===== src/rtl/evt_irq_pkg.sv =====
package evt_irq_pkg;
  localparam int unsigned REG_W     = 8;
  localparam int unsigned BANKS     = 2;
  localparam int unsigned STAT_BASE = 3;
  localparam int unsigned MASK_BASE = 5;
  localparam int unsigned POR_IDX   = REG_W;
  typedef logic [REG_W-1:0] reg_t;
endpackage


===== src/rtl/evt_status_bank.sv =====
module evt_status_bank #(
  parameter int unsigned W = 8,
  parameter logic [W-1:0] MASK_RST = '0
) (
  input  logic         clk,
  input  logic         rst,
  input  logic [W-1:0] evt_i,
  input  logic         clr_i,
  input  logic         mask_we_i,
  input  logic [W-1:0] mask_wd_i,
  output logic [W-1:0] stat_o,
  output logic [W-1:0] mask_o,
  output logic         pend_o
);
  logic [W-1:0] stat_q, mask_q, clr_vec;

  assign clr_vec = clr_i ? mask_q : '0;

  always_ff @(posedge clk) begin
    if (rst) begin
      stat_q <= '0;
      mask_q <= MASK_RST;
    end else begin
      stat_q <= (stat_q & ~clr_vec) | evt_i;
      if (mask_we_i) mask_q <= mask_wd_i;
    end
  end

  assign stat_o = stat_q;
  assign mask_o = mask_q;
  assign pend_o = |(stat_q & mask_q);

  AST_EVT_SETS: assert property (@(posedge clk) disable iff (rst)
    (|evt_i) |=> ((stat_q & $past(evt_i)) == $past(evt_i)));
  AST_MASKED_KEPT: assert property (@(posedge clk) disable iff (rst)
    !rst |=> ((stat_q & $past(stat_q & ~mask_q)) == $past(stat_q & ~mask_q)));
  AST_CLEAR_ENABLED: assert property (@(posedge clk) disable iff (rst)
    (clr_i && evt_i == '0) |=> ((stat_q & $past(mask_q)) == '0));
endmodule


===== src/rtl/evt_read_mux.sv =====
module evt_read_mux #(
  parameter int unsigned W     = 8,
  parameter int unsigned AW    = 8,
  parameter int unsigned NB    = 2,
  parameter int unsigned SBASE = 3,
  parameter int unsigned MBASE = 5
) (
  input  logic [AW-1:0]   addr_i,
  input  logic [NB*W-1:0] stat_i,
  input  logic [NB*W-1:0] mask_i,
  output logic [W-1:0]    data_o
);
  always_comb begin
    data_o = '0;
    for (int b = 0; b < NB; b++) begin
      if (addr_i == AW'(SBASE + b)) data_o = stat_i[b*W +: W];
      if (addr_i == AW'(MBASE + b)) data_o = mask_i[b*W +: W];
    end
  end
endmodule


===== src/rtl/evt_irq_ctrl.sv =====
module evt_irq_ctrl #(
  parameter int unsigned DATA_W  = evt_irq_pkg::REG_W,
  parameter int unsigned NUM_BNK = evt_irq_pkg::BANKS,
  parameter int unsigned ADDR_W  = 8,
  parameter logic [NUM_BNK*DATA_W-1:0] MASK_RST_ALL = 16'h0100
) (
  input  logic                        clk,
  input  logic                        rst,
  input  logic [NUM_BNK*DATA_W-1:0]   evt_i,
  input  logic [ADDR_W-1:0]           addr_i,
  input  logic [DATA_W-1:0]           wdata_i,
  input  logic                        wr_i,
  input  logic                        rd_i,
  output logic [DATA_W-1:0]           rdata_o,
  output logic                        irq_n_o
);
  import evt_irq_pkg::*;
  localparam int unsigned TOT_W = NUM_BNK * DATA_W;

  logic               por_pend_q;
  logic [TOT_W-1:0]   evt_all, stat_all, mask_all;
  logic [NUM_BNK-1:0] pend;
  logic [DATA_W-1:0]  rd_sel;

  always_comb begin
    evt_all = evt_i;
    evt_all[POR_IDX] = evt_i[POR_IDX] | por_pend_q;
  end

  for (genvar b = 0; b < NUM_BNK; b++) begin : g_bank
    logic clr, mwe;
    assign clr = rd_i && (addr_i == ADDR_W'(STAT_BASE + b));
    assign mwe = wr_i && (addr_i == ADDR_W'(MASK_BASE + b));
    evt_status_bank #(
      .W(DATA_W), .MASK_RST(MASK_RST_ALL[b*DATA_W +: DATA_W])
    ) u_bank (
      .clk(clk), .rst(rst),
      .evt_i(evt_all[b*DATA_W +: DATA_W]),
      .clr_i(clr), .mask_we_i(mwe), .mask_wd_i(wdata_i),
      .stat_o(stat_all[b*DATA_W +: DATA_W]),
      .mask_o(mask_all[b*DATA_W +: DATA_W]),
      .pend_o(pend[b])
    );
  end

  evt_read_mux #(
    .W(DATA_W), .AW(ADDR_W), .NB(NUM_BNK),
    .SBASE(STAT_BASE), .MBASE(MASK_BASE)
  ) u_rmux (
    .addr_i(addr_i), .stat_i(stat_all), .mask_i(mask_all), .data_o(rd_sel)
  );

  always_ff @(posedge clk) begin
    if (rst) begin
      por_pend_q <= 1'b1;
      rdata_o    <= '0;
      irq_n_o    <= 1'b1;
    end else begin
      por_pend_q <= 1'b0;
      if (rd_i) rdata_o <= rd_sel;
      irq_n_o <= ~(|pend);
    end
  end

  logic stat_addr, mapped;
  assign stat_addr = (addr_i >= ADDR_W'(STAT_BASE)) && (addr_i < ADDR_W'(STAT_BASE + NUM_BNK));
  assign mapped = stat_addr ||
    ((addr_i >= ADDR_W'(MASK_BASE)) && (addr_i < ADDR_W'(MASK_BASE + NUM_BNK)));

  AST_IRQ_TRACK: assert property (@(posedge clk) disable iff (rst)
    !rst |=> (irq_n_o == !$past(|(stat_all & mask_all))));
  AST_STAT_WR_IGNORED: assert property (@(posedge clk) disable iff (rst)
    (wr_i && stat_addr && !rd_i && evt_all == '0) |=>
      ($stable(stat_all) && $stable(mask_all)));
  AST_UNMAPPED_ZERO: assert property (@(posedge clk) disable iff (rst)
    (rd_i && !mapped) |=> (rdata_o == '0));
  AST_POR_AFTER_RESET: assert property (@(posedge clk) disable iff (rst)
    $fell(rst) |=> stat_all[POR_IDX]);
endmodule


===== config.mk =====
export PLATFORM = sky130hd
export DESIGN_NAME = evt_irq_ctrl
export DESIGN_NICKNAME = d
export VERILOG_FILES = /design/src/rtl/evt_irq_pkg.sv /design/src/rtl/evt_status_bank.sv /design/src/rtl/evt_read_mux.sv /design/src/rtl/evt_irq_ctrl.sv
export SDC_FILE = /design/constraint.sdc
export NUM_CORES = 1
export LEC_CHECK = 0
export BUFFER_PORTS_ARGS = -buffer_cell sky130_fd_sc_hd__buf_2
export CAP_MARGIN = 25
export CORE_MARGIN = 5
export CORE_UTILIZATION = 55
export DETAILED_ROUTE_END_ITERATION = 8
export PLACE_DENSITY = 0.79
export SETUP_SLACK_MARGIN = 0.05
export SKIP_LAST_GASP = 1
export SYNTH_ARGS = -nofsm -noshare
export SYNTH_HDL_FRONTEND = slang
export SYNTH_SLANG_ARGS = --single-unit

===== constraint.sdc =====
create_clock -name clk -period 2.4 [get_ports clk]
set_clock_uncertainty 0.1 [all_clocks]
set_input_delay 0.12 -clock clk [delete_from_list [all_inputs] [get_ports clk]]
set_output_delay 0.12 -clock clk [all_outputs]
set_load 0.01 [all_outputs]

== Word-level counts from Yosys, hierarchy flattened ==
Cells that the tools add are included.
W data, S select, Z words.
Word-level totals
  input port bits: 36
  register bits: 42
  output and inout bits: 9
  word-level logic and storage cells: 33
Operators by class
  equality and inequality tests: 4
  reductions and logical operators: 5
  multiplexer cells: 7
  bitwise operators: 10
Operators with widths (number)
  $mux W8: 6
  $and A8 B8 Y8: 4
  $eq A8 B3 Y1 const B: 3
  $not A8 Y8: 2
  $or A8 B8 Y8: 2
  $reduce_or A16 Y1: 1
  $eq A8 B2 Y1 const B: 1
  $logic_and A1 B1 Y1: 4
  $mux W1: 1
  $not A1 Y1: 1
  $or A1 B1 Y1: 1

== Depth between registers and ports, before layout ==
Gate-level depths: netlist of the first run.
  word-level depth: 6
  gate-level depth with buffers: 6

== Modules after synthesis ==
A second synthesis of the first run with hierarchy kept.
Second synthesis, totals
  cells, all modules: 193
  area, all modules: 2000.7 um^2
By module, submodules not included
  evt_status_bank at g_bank[1].u_bank: cells each 55, seq. area each 320.3 um^2, area an instance 633.1 um^2, times used 1
  evt_status_bank at g_bank[0].u_bank: cells each 55, seq. area each 320.3 um^2, area an instance 629.4 um^2, times used 1
  evt_irq_ctrl: cells each 40, seq. area each 200.2 um^2, area an instance 419.2 um^2, times used 1
  evt_read_mux: cells each 43, seq. area each 0.0 um^2, area an instance 319.1 um^2, times used 1

== Worst setup path before layout of the first run ==
OpenSTA, ideal clock, no wires.
  kind: input-to-reg
  start: in addr_i[7]
  end: reg g_bank[0].u_bank.stat_q[6]
  stages: 5
  arrival time: 1137 ps
  path buffers: 1
  required time: 2168 ps
  slack: 1032 ps
  setup time: 132 ps
  path through: nor4_4 nand2_2 buf_1 nor4b_1 nor3_1
On the way
  cells in the longest elaborated chain, start to end: 6
Ends and longest elaborated chain
  start, declared: line evt_irq_ctrl.sv:10  | input logic [ADDR_W-1:0] addr_i,
  $eq A8 B2 Y1: line evt_irq_ctrl.sv:32  | assign clr = rd_i && (addr_i == ADDR_W'(STAT_BASE + b));
  $logic_and A1 B1 Y1: line evt_irq_ctrl.sv:32
  $mux W8: line evt_status_bank.sv:17  | assign clr_vec = clr_i ? mask_q : '0;
  $not A8 Y8: line evt_status_bank.sv:24  | stat_q <= (stat_q & ~clr_vec) | evt_i;
  $and A8 B8 Y8: line evt_status_bank.sv:24
  $or A8 B8 Y8: line evt_status_bank.sv:24
  end signal, assigned: line evt_status_bank.sv:24
  end, declared: line evt_status_bank.sv:15  | logic [W-1:0] stat_q, mask_q, clr_vec;
Every way passes these cells.
A chain may end at the register's enable or synchronous reset.

== Worst setup path in the final report of the first run ==
  start: in addr_i[0]
  end: reg g_bank[0].u_bank.mask_q[1]
On the way
  cells in the longest elaborated chain, start to end: 2
Ends and longest elaborated chain
  $eq A8 B3 Y1: line evt_irq_ctrl.sv:33  | assign mwe = wr_i && (addr_i == ADDR_W'(MASK_BASE + b));
  $logic_and A1 B1 Y1: line evt_irq_ctrl.sv:33
  end signal, assigned: line evt_status_bank.sv:25  | if (mask_we_i) mask_q <= mask_wd_i;
  end, declared: line evt_status_bank.sv:15
Every way passes these cells.

==> results of run 1 <==
==> stage by stage <==
stage	cells	utilization [%]	setup slack (ns)	instance area, µm²
2_1_floorplan	217	-	1.03	1940
6_report	328	74.5	1.03	2520
5_1_grt	328	74.5	0.858	2520
4_1_cts	328	74.5	1.06	2520
3_3_place_gp	296	64.1	0.677	2170
3_5_place_dp	296	64.1	0.673	2170
==> metal layers <==
layer | vias up | GRT usage (%)
met2 | 95 | 31.8
met4 | 0 | 9.11
li1 | 920 | -
met1 | 866 | 31.3
met3 | 15 | 4.78
met5 | - | 0
==> cell families (layout without fill, tap and decap cells) <==
family                 count (synthesis)  in the layout  share of synthesized area, %
AND/OR/NAND/NOR                      110            110                          30.5
AO/OA/AOI/OAI                         36             36                          15.1
buffers and inverters                 14             79                          3.35
multiplexers                          15             15                          7.74
flip-flops                            42             42                          43.3
==> critical path, delay by kind of cell <==
family	cells	cell delay (ns)
buffers and inverters	1	0.29
muxes	1	0.32
and+or+nand+nor	3	0.80
==> sequential cells by signal, indices dropped and copies added, names as in the netlist <==
name / count
por_pend_q: 1
irq_n_o: 1
g_bank.u_bank.mask_o: 16
rdata_o: 8
g_bank.u_bank.stat_o: 16
==> cells in the mapped netlist <==
| cell | n | area share, % |
|---|---|---|
| nor2_1 | 42 | 8.1 |
| nor3b_1 | 1 | 0.39 |
| a41o_1 | 1 | 0.52 |
| buf_2 | 4 | 1.0 |
| dfxtp_1 | 42 | 43 |
| a21oi_1 | 10 | 2.6 |
| clkbuf_1 | 5 | 0.97 |
| or2_0 | 1 | 0.32 |
| a22oi_1 | 4 | 1.5 |
| nor4b_1 | 15 | 6.8 |
| buf_1 | 3 | 0.58 |
| buf_6 | 1 | 0.58 |
| o31ai_2 | 8 | 5.2 |
| nand4_2 | 1 | 0.64 |
| nand3_1 | 2 | 0.52 |
| nand2_2 | 1 | 0.32 |
| a221oi_1 | 2 | 0.90 |
| and3_1 | 2 | 0.64 |
| nor4bb_1 | 1 | 0.52 |
| nor4_4 | 1 | 1.1 |
| nor3_1 | 24 | 6.2 |
| a22o_1 | 2 | 0.90 |
| nand2b_1 | 10 | 3.2 |
| inv_1 | 1 | 0.19 |
| mux2i_1 | 15 | 7.7 |
| nand2_1 | 9 | 1.7 |
| a211oi_1 | 8 | 3.1 |
| o31ai_1 | 1 | 0.39 |
==> area by class of cell <==
| cell class | instances | area share (%) |
|---|---|---|
| clock inverter | 2 | 2.38 |
| multi-input combinational | 161 | 41.0 |
| inverter | 1 | 0.149 |
| clock buffer | 6 | 2.03 |
| tap | 46 | 2.28 |
| timing repair buffer | 70 | 18.8 |
| sequential | 42 | 33.3 |
==> power breakdown <==
part	internal, mW	leakage [nW]	total, mW	switching (mW)
clock	0.353	0.0585	0.592	0.239
combinational	0.0746	0.696	0.149	0.0745
sequential	0.719	0.344	0.737	0.0183
total	1.15	1.10	1.48	0.332
==> worst min path at each step <==
stage	from	to	slack, ns	depth (start not counted)
floorplan	rst	por_pend_q	0.05	0
global placement	wdata_i[1]	g_bank[1].u_bank.mask_o[1]	0.26	3
detailed placement	evt_i[8]	g_bank[1].u_bank.stat_o[0]	0.27	3
CTS	rst	g_bank[1].u_bank.mask_o[2]	0.03	2
global route	rst	g_bank[1].u_bank.mask_o[2]	0.04	2
finish	rst	g_bank[1].u_bank.mask_o[2]	0.03	2
==> repair_timing <==
item,4_1_cts,5_1_grt
endpoints found under the hold margin,32,0
buffers inserted,0,0
hold buffers,24,0
==> impl_metrics.json, run 1 <==
{
  "power_mw": 1.48,
  "cts-buffers-inserted": 5,
  "core_area_um2": 3390,
  "io_pins": 45,
  "avgSynthCellArea_um2": 8.94,
  "cp.arrival_ns": 1.53,
  "dieArea_um2": 4820,
  "finalSetupTns_ns": 0,
  "clock.fmax_mhz": 731,
  "cp.required_ns": 2.56,
  "ys_seq_area_share_pct": 43.3,
  "vias": 1896,
  "grt_pass1_vias": 1717,
  "synthesis.nets": 253,
  "cp_slowest_cell": "nand3_1",
  "die_width_um": 69.4,
  "yosysUniqueCellTypes": 28,
  "drc_errors": 0,
  "cts_resized": 0,
  "synth_area_um2": 1940,
  "root_buffer": "clkbuf_4",
  "ir_drop_mv": 0.507,
  "ctsLongestPathBuffers": 2,
  "final_common_cell": "buf_2",
  "p_per_area_nw_per_um2": 586,
  "viasPerCell": 5.78,
  "endpoint_kind": "flop",
  "cts_tree": "yes",
  "ff2ff_path_depth": 4,
  "routedWlPerCell_um": 15.6,
  "max_stage_delay_ns": 0.47,
  "dr_wl_met2_mm": 2.33,
  "cts.htree.levels": 2,
  "crit_chain": "buf_2 > nor4bb_1 > nand3_1 > mux2i_1 > nor2_1",
  "hold_violations": 0,
  "setup_viol": 0,
  "area_growth_pct": 30.0,
  "worst_pin_slew_ns": 0.684,
  "n_fill_cell": 255,
  "nets": 317,
  "cp-endpoint": "g_bank[0].u_bank.mask_o[1]",
  "start_util_pct": 57.3,
  "antenna_found_initial": 0,
  "clk_pin_slew_ns": 0.12,
  "rsz0062_at_grt": "no",
  "drt-pass1-iter-count": 4,
  "drive_above_1_share_pct": 23.0,
  "status": "completed",
  "wirelength_mm": 5.13,
  "insertion_delay_ns": 0.36,
  "hpwlAfterDp_mm": 3.47,
  "r2r_start": "g_bank[1].u_bank.stat_o[2]",
  "crit_type": "in2reg",
  "first_iter_violations": 188,
  "grt_first_pass_wirelength_mm": 8.59,
  "crit_start": "addr_i[0]",
  "cp-start-kind": "input port",
  "highest_layer": "met4",
  "grt_usage_pct": 22.0,
  "clock-sinks": 42,
  "routed-wl-met3_um": 444,
  "drv_cap": 0,
  "multi_input_area_um2": 1030,
  "drtAntennaViolNets": 0,
  "fin_crit_ns": 1.37,
  "num_antenna_cells": 0,
  "yosysWarnings": 0,
  "final_cell_mix": "buf_2, nor2_1, dfxtp_1, nor3_1, dlygate4sd3_1",
  "drt-met1-wl_mm": 2.23,
  "cp_max_fo": 20,
  "die_h_um": 69.4,
  "fin_crit_sh_pct": 57.0,
  "grt_max_degree": 23,
  "leakagePower_nw": 1.10,
  "ys_ff_latch": 42,
  "min_path_type": "in2reg",
  "postSynthCellCount": 217,
  "r2r_setup_slack_ns": 1.09,
  "io_buffers": 44,
  "max_slew_margin_pct": 54.4,
  "grt-ovfl-total": 0,
  "holdWs_ns": 0.0267,
  "r2r_end": "irq_n_o",
  "rows": 21,
  "gp_congestion": 0.879,
  "seqCellArea_um2": 841,
  "drv_slew": 0
}
(Power assumes the default switching activity.)
==> run 2, diff against run 1 <==
--- a/config.mk
+++ b/config.mk
@@ -8,9 +8,9 @@
 export BUFFER_PORTS_ARGS = -buffer_cell sky130_fd_sc_hd__buf_2
 export CAP_MARGIN = 25
 export CORE_MARGIN = 5
-export CORE_UTILIZATION = 55
+export CORE_UTILIZATION = 48
 export DETAILED_ROUTE_END_ITERATION = 8
-export PLACE_DENSITY = 0.79
+export PLACE_DENSITY = 0.73
 export SETUP_SLACK_MARGIN = 0.05
 export SKIP_LAST_GASP = 1
 export SYNTH_ARGS = -nofsm -noshare
==> constraint.sdc (replaced) <==
create_clock -name clk -period 1.1 [get_ports clk]
set_clock_uncertainty 0.1 [all_clocks]
set_input_delay 0.055 -clock clk [delete_from_list [all_inputs] [get_ports clk]]
set_output_delay 0.055 -clock clk [all_outputs]
set_load 0.01 [all_outputs]
==> impl_metrics.json, run 2 (synthesis gave the netlist of run 1 again) <==
{
  "status": "complete, but fails checks",
  "violations": "negative setup slack",
  "drv_cap": 0,
  "io_pins": 45,
  "grt_pass1_vias": 1964,
  "gp_congestion": 0.850,
  "drc_errors": 0,
  "holdWs_ns": 0.0383,
  "dpl.cell_count": 333,
  "drt-pass1-iter-count": 4,
  "drtAntennaViolNets": 0,
  "cts_tree": "yes",
  "grt_first_pass_wirelength_mm": 9.60,
  "p_per_area_nw_per_um2": 1020,
  "hold_violations": 0,
  "routedWlPerCell_um": 17.5,
  "clk_pin_slew_ns": 0.08,
  "worst_pin_slew_ns": 0.488,
  "hold_end": "por_pend_q",
  "r2r_start": "g_bank[1].u_bank.mask_o[2]",
  "grt_usage_pct": 23.3,
  "grt-ovfl-total": 0,
  "hp-start": "rst",
  "cp-start-kind": "flop",
  "cp.required_ns": 1.24,
  "ff2ff_path_depth": 4,
  "hpwlAfterDp_mm": 4.02,
  "wirelength_mm": 6.47,
  "finalSetupTns_ns": -0.622,
  "leakagePower_nw": 1.39,
  "r2r_setup_slack_ns": -0.25,
  "num_antenna_cells": 0,
  "nets": 355,
  "core_area_um2": 3970,
  "drv_slew": 0,
  "setup_viol": 11,
  "crit_type": "reg2reg",
  "insertion_delay_ns": 0.30,
  "vias": 2105,
  "cp_max_fo": 2,
  "final_cell_mix": "nor2_1, buf_2, buf_4, dfxtp_1, dlygate4sd3_1",
  "first_iter_violations": 199,
  "die_h_um": 73.6,
  "root_buffer": "clkbuf_8",
  "fin_crit_ns": 1.35,
  "area_growth_pct": 65.5,
  "final_core_util_pct": 80.9,
  "ir_drop_mv": 0.768,
  "design_area_um2": 3210,
  "layoutNonFillerInstCount": 370,
  "antenna_found_initial": 0,
  "grt_max_degree": 23,
  "clock-sinks": 42,
  "endpoint_kind": "flop",
  "layout_setup_ws_ns": -0.250,
  "ctsLongestPathBuffers": 2,
  "r2r_end": "irq_n_o",
  "fin_crit_sh_pct": 123,
  "clock.fmax_mhz": 741,
  "cts.htree.levels": 2,
  "min_path_type": "in2reg",
  "cp.arrival_ns": 1.49,
  "max_slew_margin_pct": 67.4,
  "dieArea_um2": 5410,
  "io_buffers": 44,
  "placed_cell_area_um2": 2520,
  "viasPerCell": 5.69,
  "rows": 23,
  "whs_path_depth": 2,
  "rsz0062_at_grt": "yes",
  "start_util_pct": 48.9,
  "cts-buffers-inserted": 5,
  "die_width_um": 73.6,
  "drive_above_1_share_pct": 47.8
}
==> run 2: cell count changes in the layout (fill, tap and decap cells not counted), sizes merged <==
| cell | before | now |
|---|---|---|
| buf | 46 | 82 |
| clkinv | 0 | 2 |
| dlygate4sd3 | 24 | 25 |
| bufinv | 2 | 1 |
==> run 2: layout make-up <==
type / instances / area, µm²
multi-input combinational: 161 / 1330
sequential: 42 / 862
timing repair buffer: 108 / 842
fill: 230 / 759
clock buffer: 5 / 68.8
tap: 50 / 62.6
clock inverter: 3 / 40.0
inverter: 1 / 3.75
==> run 2: layer usage <==
| metal | share of wire, % | vias up | wire (µm) | track usage, % |
|---|---|---|---|---|
| met3 | 9.3 | 20 | 599 | 4.79 |
| met2 | 47 | 103 | 3020 | 37.0 |
| met5 | 0 | - | 0 | 0 |
| met4 | 3.0 | 0 | 196 | 8.85 |
| met1 | 41 | 983 | 2660 | 30.9 |
| li1 | - | 999 | - | - |
==> run 2: worst max-delay path: stages, from the launching register on <==
cell      delay [ns]
dfxtp_2         0.33
a22o_1          0.25
a221oi_2        0.22
and3_1          0.22
a41o_1          0.18
==> run 2: timing repair <==
item / 4_1_cts / 5_1_grt
endpoints found under the hold margin: 33 / 0
setup endpoints to repair: 27 / 32
buffers inserted: 2 / 1
hold buffers: 25 / 0
gates resized for setup: 30 / 31
pin swaps: 11 / 10
gates cloned: 0 / 1
==> run 2: worst max-delay path by stage <==
stage	start	end	slack, ns	depth (start not counted)
global route	g_bank[1].u_bank.mask_o[2]	irq_n_o	-0.23	4
global placement	addr_i[4]	g_bank[0].u_bank.stat_o[2]	-0.29	6
CTS	g_bank[1].u_bank.stat_o[2]	irq_n_o	-0.19	4
finish	g_bank[1].u_bank.mask_o[2]	irq_n_o	-0.25	4
floorplan	addr_i[0]	g_bank[0].u_bank.mask_o[0]	-0.16	5
detailed placement	addr_i[4]	g_bank[0].u_bank.stat_o[5]	-0.37	6
==> run 2: power by group <==
part           internal [mW]  total [mW]  switching (mW)
registers               1.57        1.61          0.0397
logic                  0.224       0.453           0.229
clock network          0.668        1.20           0.537
==> run 2: per-stage QoR <==
stage | power [mW] | setup slack, ns
floorplan | 1.78 | -0.159
global placement | 1.94 | -0.289
detailed placement | 1.94 | -0.372
CTS | 3.23 | -0.185
global route | 3.40 | -0.235
finish | 3.26 | -0.250
==> run 3, diff against run 2 <==
--- a/config.mk
+++ b/config.mk
@@ -8,11 +8,12 @@
 export BUFFER_PORTS_ARGS = -buffer_cell sky130_fd_sc_hd__buf_2
 export CAP_MARGIN = 25
 export CORE_MARGIN = 5
-export CORE_UTILIZATION = 48
+export CORE_UTILIZATION = 53
 export DETAILED_ROUTE_END_ITERATION = 8
-export PLACE_DENSITY = 0.73
+export PLACE_DENSITY = 0.76
 export SETUP_SLACK_MARGIN = 0.05
 export SKIP_LAST_GASP = 1
 export SYNTH_ARGS = -nofsm -noshare
 export SYNTH_HDL_FRONTEND = slang
+export SYNTH_HIERARCHICAL = 1
 export SYNTH_SLANG_ARGS = --single-unit
==> constraint.sdc (replaced) <==
create_clock -name clk -period 1.44 [get_ports clk]
set_clock_uncertainty 0.1 [all_clocks]
set_input_delay 0.072 -clock clk [delete_from_list [all_inputs] [get_ports clk]]
set_output_delay 0.072 -clock clk [all_outputs]
set_load 0.01 [all_outputs]
==> impl_metrics.json, run 3 <==
{
  "drt-pass1-iter-count": 6,
  "endpoint_kind": "flop",
  "drv_slew": 0,
  "cp_slowest_cell": "or3_4",
  "cp.arrival_ns": 1.50,
  "ctsLongestPathBuffers": 2,
  "synth_ff_type": "dfxtp_1",
  "ys_ff_latch": 42,
  "power_mw": 2.43,
  "async_flop_share_pct": 0,
  "final_common_cell": "buf_2",
  "io_buffers": 44,
  "drv_cap": 0,
  "cts.htree.levels": 2,
  "synth_top_family_by_area": "compound AO/OA/AOI/OAI gates",
  "routedWlPerCell_um": 15.5,
  "clk_pin_slew_ns": 0.07,
  "intPower_mw": 1.89,
  "synthesis.nets": 229,
  "grt-ovfl-total": 0,
  "grt_pass1_vias": 1794,
  "first_iter_violations": 197,
  "cp.required_ns": 1.50,
  "area_growth_pct": 37.5,
  "viasPerCell": 5.54,
  "fin_crit_sh_pct": 100,
  "clock.fmax_mhz": 695,
  "worst_pin_slew_ns": 0.636,
  "max_stage_delay_ns": 0.40,
  "grt_first_pass_wirelength_mm": 8.20,
  "drc_errors": 0,
  "holdWs_ns": 0.140,
  "io_pins": 45,
  "cp-start-kind": "input port",
  "hpwlAfterDp_mm": 3.41,
  "hold_violations": 0,
  "die_h_um": 71.4,
  "critical_path_depth": 6,
  "cts_tree": "yes",
  "crit_type": "in2reg",
  "rows": 22,
  "antenna_found_initial": 0,
  "yosysTopAreaCell": "dfxtp_1",
  "start_util_pct": 54.6,
  "ir_drop_mv": 0.641,
  "combPwrFrac_pct": 12.6,
  "synthMuxAreaShare_pct": 11.5,
  "max_slew_margin_pct": 57.6,
  "die_width_um": 71.4,
  "r2r_end": "rdata_o[0]",
  "synth_fa_ha_area_share_pct": 0,
  "power_frac_clock_pct": 37.0,
  "wirelength_mm": 5.01,
  "ys_seq_area_share_pct": 42.0,
  "ff2ff_path_depth": 5,
  "postSynthCellCount": 193,
  "cp_max_fo": 4,
  "synth-compound-area-share_pct": 26.8,
  "synth_area_um2": 2000,
  "synthSimpleGateAreaFrac_pct": 14.9,
  "cts-buffers-inserted": 5,
  "cp-endpoint": "g_bank[1].u_bank/mask_o[5]",
  "rsz0062_at_grt": "yes",
  "crit_chain": "buf_2 > or3_4 > nor4_4 > clkdlybuf4s15_2 > mux2i_1 > nor2_1",
  "final_cell_mix": "buf_2, dfxtp_1, nor2_1, dlygate4sd3_1, mux2i_1",
  "r2r_setup_slack_ns": 0.02,
  "gp_congestion": 0.843,
  "status": "completed",
  "min_path_type": "in2reg",
  "synth.most_common_cell": "dfxtp_1",
  "dieArea_um2": 5100,
  "nets": 311,
  "fin_crit_ns": 1.44,
  "drive_above_1_share_pct": 36.2,
  "synth_xor_area_share_pct": 0,
  "cp_num_buf_inv": 2,
  "yosysWarnings": 6,
  "r2r_start": "g_bank[1].u_bank/mask_o[0]",
  "avgSynthCellArea_um2": 10.4,
  "grt_usage_pct": 20.1,
  "leakagePower_nw": 1.12,
  "synth-edff-count": 0,
  "synthTopCellsByCount": "dfxtp_1, nor2_1, mux2i_1",
  "num_antenna_cells": 0,
  "root_buffer": "clkbuf_8",
  "drtAntennaViolNets": 0,
  "critPathTopFamily": "simple AND/OR/NAND/NOR gates",
  "p_switching_mw": 0.543,
  "insertion_delay_ns": 0.29,
  "clock-sinks": 42,
  "crit_start": "addr_i[7]",
  "swShare_pct": 22.4,
  "core_area_um2": 3660,
  "sequentialPowerShare_pct": 50.4,
  "yosys-top-cells-area": "dfxtp_1, mux2i_1, o21ba_2",
  "grt_max_degree": 43,
  "vias": 1794,
  "yosys.area.top_type_share_pct": 42.0,
  "p_per_area_nw_per_um2": 883,
  "yosysUniqueCellTypes": 31,
  "setup_viol": 0
}
-- run 3: layer usage --
layer	part of all wire (%)	routed length, µm	vias to the layer above	track usage, %
li1	-	-	886	-
met1	40	1990	842	23.0
met2	53	2660	55	36.4
met3	5.3	268	11	4.77
met4	1.8	90	0	6.89
met5	0	0	-	0
-- run 3: repair_timing --
| item | in CTS | in global routing |
|---|---|---|
| setup endpoints to repair | 0 | 21 |
| gates resized for setup | 0 | 17 |
| hold buffers | 24 | 0 |
| hold endpoints to repair | 32 | 0 |
| buffers inserted | 0 | 1 |
-- run 3: worst register-to-register path, stage by stage (launching register included) --
cell and delay, ns:
dfxtp_2 0.34, or2b_1 0.24, a222oi_1 0.33, a211oi_1 0.09, mux2i_1 0.15, nor2_1 0.05
-- run 3: area by class of cell --
type | count | area (µm²)
clock buffers | 5 | 68.8
clock inverters | 3 | 40.0
fillers | 278 | 910
multi-input cells | 140 | 1100
flip-flops and latches | 42 | 845
well taps | 48 | 60.1
repair buffers | 86 | 633
-- run 3: cells by family after synthesis --
kind of cell,Yosys count
buf+inv,11
compound gates,66
simple gates,51
mux,23
flops,42
-- run 3: power groups by stage --
stage / sequential (mW) / clock [mW] / combinational, mW
final: 1.22 / 0.900 / 0.306
after global routing: 1.23 / 0.969 / 0.334
after CTS: 1.22 / 0.929 / 0.291
after detailed placement: 1.25 / 0 / 0.241
after global placement: 1.25 / 0 / 0.234
after floorplan: 1.24 / 0 / 0.149
-- run 3: per-stage QoR --
| step | setup WS, ns | cell area, µm² | cells | util, % | TNS [ns] |
|---|---|---|---|---|---|
| final | 0.000216 | 2750 | 324 | 75.2 | 0 |
| after CTS | 0.0563 | 2680 | 322 | 73.2 | 0 |
| after floorplan | -0.0237 | 2010 | 193 | - | -0.377 |
| after detailed placement | -0.227 | 2330 | 290 | 63.7 | -6.75 |
| after global placement | -0.203 | 2330 | 290 | 63.7 | -5.85 |
| after global routing | -0.0625 | 2750 | 324 | 75.2 | -0.412 |
-- run 3: how the worst min path moves through the flow --
stage / start / endpoint / slack (ns) / cells past startpoint
after floorplan: rst / por_pend_q / -0.0003 / 0
after global placement: evt_i[10] / g_bank[1].u_bank/stat_o[2] / 0.20 / 2
after detailed placement: evt_i[1] / g_bank[0].u_bank/stat_o[1] / 0.20 / 2
after CTS: rst / por_pend_q / 0.14 / 1
after global routing: rst / por_pend_q / 0.18 / 1
final: rst / por_pend_q / 0.14 / 1
